--- config.mk ---
export PLATFORM = sky130hd
export DESIGN_NAME = btg_top
export DESIGN_NICKNAME = d
export VERILOG_FILES = /design/src/rtl/btg_pkg.sv /design/src/rtl/btg_control.sv /design/src/rtl/btg_datapath.sv /design/src/rtl/btg_top.sv
export SDC_FILE = /design/constraint.sdc
export NUM_CORES = 1
export LEC_CHECK = 0
export BUFFER_PORTS_ARGS = -buffer_cell sky130_fd_sc_hd__buf_2
export CELL_PAD_IN_SITES_DETAIL_PLACEMENT = 1
export CELL_PAD_IN_SITES_GLOBAL_PLACEMENT = 1
export CORE_MARGIN = 2
export CORE_UTILIZATION = 25
export DETAILED_ROUTE_END_ITERATION = 6
export GPL_TIMING_DRIVEN = 0
export PLACE_DENSITY = 0.51
export SLEW_MARGIN = 20
export SYNTH_ARGS = -nofsm -noshare
export SYNTH_HDL_FRONTEND = slang
export SYNTH_SLANG_ARGS = --single-unit
export TNS_END_PERCENT = 30
--- constraint.sdc ---
create_clock -name clk -period 3.7 [get_ports clk]
set_clock_uncertainty 0.15 [all_clocks]
set_input_delay 0.185 -clock clk [delete_from_list [all_inputs] [get_ports clk]]
set_output_delay 0.185 -clock clk [all_outputs]
set_load 0.01 [all_outputs]
--- src/rtl/btg_pkg.sv ---
package btg_pkg;
  localparam int CFG_W   = 8;
  localparam int PRE_W   = 2;
  localparam int DIV_W   = 3;
  localparam int EN_BIT  = 7;
  localparam int DIV_LSB = 2;
  localparam int PRE_LSB = 0;

  typedef struct packed {
    logic run;    // divider allowed to count
    logic clear;  // force both stages back to zero
  } btgStrobes_t;
endpackage

--- src/rtl/btg_control.sv ---
module btg_control
  import btg_pkg::*;
(
  input  logic             clk,
  input  logic             rst_n,
  input  logic             cfgWe,
  input  logic [CFG_W-1:0] cfgWdata,
  output logic [CFG_W-1:0] cfgRdata,
  output logic [PRE_W-1:0] preCode,
  output logic [DIV_W-1:0] divCode,
  output btgStrobes_t      strobes
);
  logic             enReg;
  logic [DIV_W-1:0] divReg;
  logic [PRE_W-1:0] preReg;

  always_ff @(posedge clk or negedge rst_n) begin
    if (!rst_n) begin
      enReg  <= 1'b0;
      divReg <= '0;
      preReg <= '0;
    end else if (cfgWe) begin
      enReg  <= cfgWdata[EN_BIT];
      divReg <= cfgWdata[DIV_LSB +: DIV_W];
      preReg <= cfgWdata[PRE_LSB +: PRE_W];
    end
  end

  // reserved positions between the divide field and the enable read as zero
  always_comb begin
    cfgRdata                     = '0;
    cfgRdata[EN_BIT]             = enReg;
    cfgRdata[DIV_LSB +: DIV_W]   = divReg;
    cfgRdata[PRE_LSB +: PRE_W]   = preReg;
  end

  assign preCode       = preReg;
  assign divCode       = divReg;
  assign strobes.run   = enReg;
  assign strobes.clear = cfgWe | ~enReg;

  p_write_lands_r2: assert property (@(posedge clk) disable iff (!rst_n)
    cfgWe |=> (cfgRdata[EN_BIT] == $past(cfgWdata[EN_BIT])) &&
              (cfgRdata[DIV_LSB +: DIV_W] == $past(cfgWdata[DIV_LSB +: DIV_W])) &&
              (cfgRdata[PRE_LSB +: PRE_W] == $past(cfgWdata[PRE_LSB +: PRE_W])));

  p_hold_r2: assert property (@(posedge clk) disable iff (!rst_n)
    !cfgWe |=> $stable(cfgRdata));
endmodule

--- src/rtl/btg_datapath.sv ---
module btg_datapath
  import btg_pkg::*;
(
  input  logic             clk,
  input  logic             rst_n,
  input  logic [PRE_W-1:0] preCode,
  input  logic [DIV_W-1:0] divCode,
  input  btgStrobes_t      strobes,
  output logic             baseTick
);
  localparam int PRE_CNT_W = PRE_W + 1;         // holds 2*P up to 2*(2^PRE_W-1)
  localparam int DIV_CNT_W = (1 << DIV_W) - 1;  // holds 2^D-1 up to the largest D

  logic [PRE_CNT_W-1:0] preCnt, preLast;
  logic [DIV_CNT_W-1:0] divCnt, divLast;
  logic                 preWrap, divWrap;

  assign preLast = {preCode, 1'b0};
  assign divLast = ~({DIV_CNT_W{1'b1}} << divCode);

  assign preWrap  = strobes.run && (preCnt == preLast);
  assign divWrap  = (divCnt == divLast);
  assign baseTick = preWrap && divWrap;

  always_ff @(posedge clk or negedge rst_n) begin
    if (!rst_n) begin
      preCnt <= '0;
      divCnt <= '0;
    end else if (strobes.clear) begin
      preCnt <= '0;
      divCnt <= '0;
    end else if (preWrap) begin
      preCnt <= '0;
      divCnt <= divWrap ? '0 : divCnt + 1'b1;
    end else begin
      preCnt <= preCnt + 1'b1;
    end
  end

  p_no_tick_idle_r5: assert property (@(posedge clk) disable iff (!rst_n)
    !strobes.run |-> !baseTick);

  p_pre_bound_r3: assert property (@(posedge clk) disable iff (!rst_n)
    preCnt <= preLast || $past(strobes.clear));

  p_div_bound_r4: assert property (@(posedge clk) disable iff (!rst_n)
    divCnt <= divLast || $past(strobes.clear));

  p_single_tick_r4: assert property (@(posedge clk) disable iff (!rst_n)
    (baseTick && !strobes.clear && (preLast != '0 || divLast != '0)) |=> !baseTick);

  p_clear_r6: assert property (@(posedge clk) disable iff (!rst_n)
    strobes.clear |=> (preCnt == '0) && (divCnt == '0));
endmodule

--- src/rtl/btg_top.sv ---
module btg_top
  import btg_pkg::*;
(
  input  logic       clk,
  input  logic       rst_n,
  input  logic       cfgWe,
  input  logic [7:0] cfgWdata,
  output logic [7:0] cfgRdata,
  output logic       baseTick,
  output logic       running
);
  logic [PRE_W-1:0] preCode;
  logic [DIV_W-1:0] divCode;
  btgStrobes_t      strobes;

  btg_control u_control (
    .clk      (clk),
    .rst_n    (rst_n),
    .cfgWe    (cfgWe),
    .cfgWdata (cfgWdata),
    .cfgRdata (cfgRdata),
    .preCode  (preCode),
    .divCode  (divCode),
    .strobes  (strobes)
  );

  btg_datapath u_datapath (
    .clk      (clk),
    .rst_n    (rst_n),
    .preCode  (preCode),
    .divCode  (divCode),
    .strobes  (strobes),
    .baseTick (baseTick)
  );

  assign running = strobes.run;

  p_running_r7: assert property (@(posedge clk) disable iff (!rst_n)
    running == cfgRdata[EN_BIT]);
endmodule

==> results.md <==
- Final Cell Area: approximately 0.0012 mm2
- Port bufs: 15
- Chip width: 65.3 um
- RSZ-0062 raised after global routing: no
- Clock tree buffer depth: 2
- Synth Flop Type: dfrtp_1
- CTS tree: done
- Largest cells by area after synthesis: dfrtp_1 (43%), mux2_2 (6.0%), nor3_1 (3.7%)
- First-pass GRT wire length: about 3900 um
- WP data required: between 3 and 4 ns
- Post-synth EDFFs: 0
- Crit. End Element: primary output
- Setup TNS: 0 ns
- Async SR Flop Fraction: 100%
- Number of DRC markers in iteration 0: 25
- Routability Congestion: between 0.7 and 0.8
- Crit Reg-Reg Startpoint: u_control.divCode[1]
- Area grow syn2layout: 22.8%
- Total GRT Usage: a little under an eighth
- Max Slew Vio Count: 0
- Warnings from Yosys: 0
- DIE HEIGHT: 65.3 um
- Yosys cell types: 40
- # hold bufs at CTS: 2
- Synth area leader: dfrtp_1
- Total number of vias: 789
- GRT Residual Overflow: 0
- Worst setup startpoint: u_control.divCode[1]
- # Post-CTS Setup Buffers: 0
- Cells after Synth: between 90 and 100
- Crit path max fanout: 10
- Clock net sink count: 16
- Register area share after synthesis: between 40% and 50%
- DP Area: 0.00108 mm2
- IO Pins: 21
- CTS resizes: 0
- Measured slew at the worst slew-check pin: 0.519 ns
- Worst setup endpoint: baseTick
- Worst IR drop on VDD: 0.149 mV
- Leakage: between 0.0005 and 0.0006 uW
- Core area: roughly 0.0036 mm2
- Slowest CP cell: or4_1
- Hold Violations, Final: 0
- Setup slack, reg-to-reg: 1.39 ns
- Worst R2R Path Depth: 7
- Startpoint Class: flip-flop
- Crit path arrival time: between 2 and 2.5 ns
- Starting Density: roughly a quarter
- Worst path cell trace: buf_6, or2_0, or4_1, a32o_1, nor3_1, buf_2
- # diodes: 0
- Initial antenna violation count: 0
- Worst-path clk slew: 0.07 ns
- Period minus WS final: 2.38 ns
- Number of remaining DRC errors: 0
- CP max stage delay: 0.41 ns
- Min-delay worst type: primary input to flip-flop
- Drt pass-1 iters: 4
- Worst r2r dst: u_datapath.divCnt[2]
- Via count of the first global-routing pass: around 800
- Max Freq: approximately 420 MHz
- Layout cells sized above 1: a little under 30%
- Largest net degree at the start of global routing: 17
- Cts bufs inserted: 3
- Full die area: between 0.004 and 0.005 mm2
- Avg Inst Size Synth: ~10 um2
- Max cap viols: 0
- WL/cell: 13.6 um
- Vias per std cell: ~4.8
- Slew HR: 65.2%
- WS Path Type: flip-flop to primary output
- Synth top area share: 42.7%
- Pwr dens: around 360 mW/mm2
- Clk_lat worst skew: between 0.2 and 0.3 ns
- Final Net Count: 131
- Root Driver: clkbuf_8
- Routed Antenna Nets: 0
- FF+latch count, synth: 16
- Result of the run: finished, final reports clean
- Post-DP HPWL: roughly 1700 um
- Final setup vio count: 0
- Final Routed Wirelength: around 2200 um
- Hold slack: about 0.017 ns
- Cell row count: 22
- Tcrit/Tclk final: approximately 64%
- H-tree Lvls: 1
- Power Total: approximately 420 uW
- Synthesized area: about 940 um2
==> layer usage <==
layer	share of wire [%]	global-route usage [%]	wire length (um)	vias up
li1	-	-	-	389
met1	49	15.4	1090	389
met2	48	19.1	1070	9
met3	2.0	1.54	44	2
met4	1.3	5.21	29	0
met5	0	0	0	-
==> metrics by stage <==
stage / instances / setup WS [ns] / util (%)
2_1_floorplan: 96 / 1.53 / -
3_3_place_gp: 159 / 1.44 / 29.6
3_5_place_dp: 159 / 1.40 / 29.6
4_1_cts: 165 / 1.30 / 31.7
5_1_grt: 165 / 1.16 / 31.7
6_report: 165 / 1.32 / 31.7
==> flip-flops by register name, summed over array words and instances (netlist names) <==
register	flops
u_control.enReg	1
u_control.preCode	2
u_control.divCode	3
u_datapath.preCnt	3
u_datapath.divCnt	7
==> worst min path at each step <==
stage	slack (ns)	cells past startpoint	from	endpoint
detailed placement	-0.02	1	rst_n	u_datapath.preCnt[2]
finish	0.02	2	cfgWdata[0]	u_control.preCode[0]
floorplan	-0.26	0	rst_n	u_control.divCode[0]
global placement	-0.02	1	rst_n	u_datapath.preCnt[2]
global route	0.02	2	cfgWdata[3]	u_control.divCode[1]
CTS	0.02	2	cfgWdata[1]	u_control.preCode[1]
==> layout by cell type (no fill, tap or decap), types with 2 or more instances in the layout <==
cell	count
nor3_1	7
o21ai_0	2
nand3_1	4
ha_1	2
or3_1	2
a22o_1	3
or4_1	2
a21o_1	2
buf_2	16
clkbuf_1	4
dlygate4sd3_1	2
nor2_1	3
nand2_1	7
and2_1	2
a21oi_1	3
buf_4	3
nor2b_1	2
mux2_2	5
dfrtp_1	16
conb_1	2
o21ai_1	2
clkbuf_8	4
xnor2_1	3
==> synth_stat cells (2+ instances only) <==
master and number:
nor2b_1 2, a21oi_1 3, ha_1 2, buf_4 3, mux2_2 5, nor2_1 3, clkbuf_1 4, o21ai_1 2
and2_1 2, or4_1 2, a22o_1 3, nor3_1 7, a21o_1 2, nand3_1 4, o21ai_0 2, or3_1 2
dfrtp_1 16, xnor2_1 3, nand2_1 7
==> critical path: cells and delay by family (launching register included) <==
kind,cells,cell delay (ns)
AO/OA/AOI/OAI,1,0.33
AND/OR/NAND/NOR,3,0.78
buffers and inverters,2,0.30
flip-flops,1,0.38
==> report_power, final <==
group / internal (uW) / switching (uW) / total [uW]
registers: 183 / 8.09 / 191
logic: 32.3 / 36.5 / 68.8
clock network: 94.3 / 62.6 / 157
==> cells by family after synthesis <==
| kind of cell | Yosys count | synth area share, % |
|---|---|---|
| simple gates | 38 | 22.5 |
| compound gates | 20 | 16.8 |
| flops | 16 | 42.7 |
| buf+inv | 10 | 6.13 |
| mux | 5 | 6.00 |
| xor+xnor | 3 | 2.80 |
| fa+ha+maj | 2 | 2.67 |
| other cells | 1 | 0.400 |
==> layout make-up <==
class / instances / area, um2
Fill cell: 434 / 2480
Multi-Input combinational cell: 70 / 484
Sequential cell: 16 / 400
Timing Repair Buffer: 17 / 95.1
Buffer: 9 / 53.8
Tap cell: 48 / 60.1
Inverter: 1 / 3.75
Clock buffer: 4 / 55.1
(Power assumes the default switching activity.)
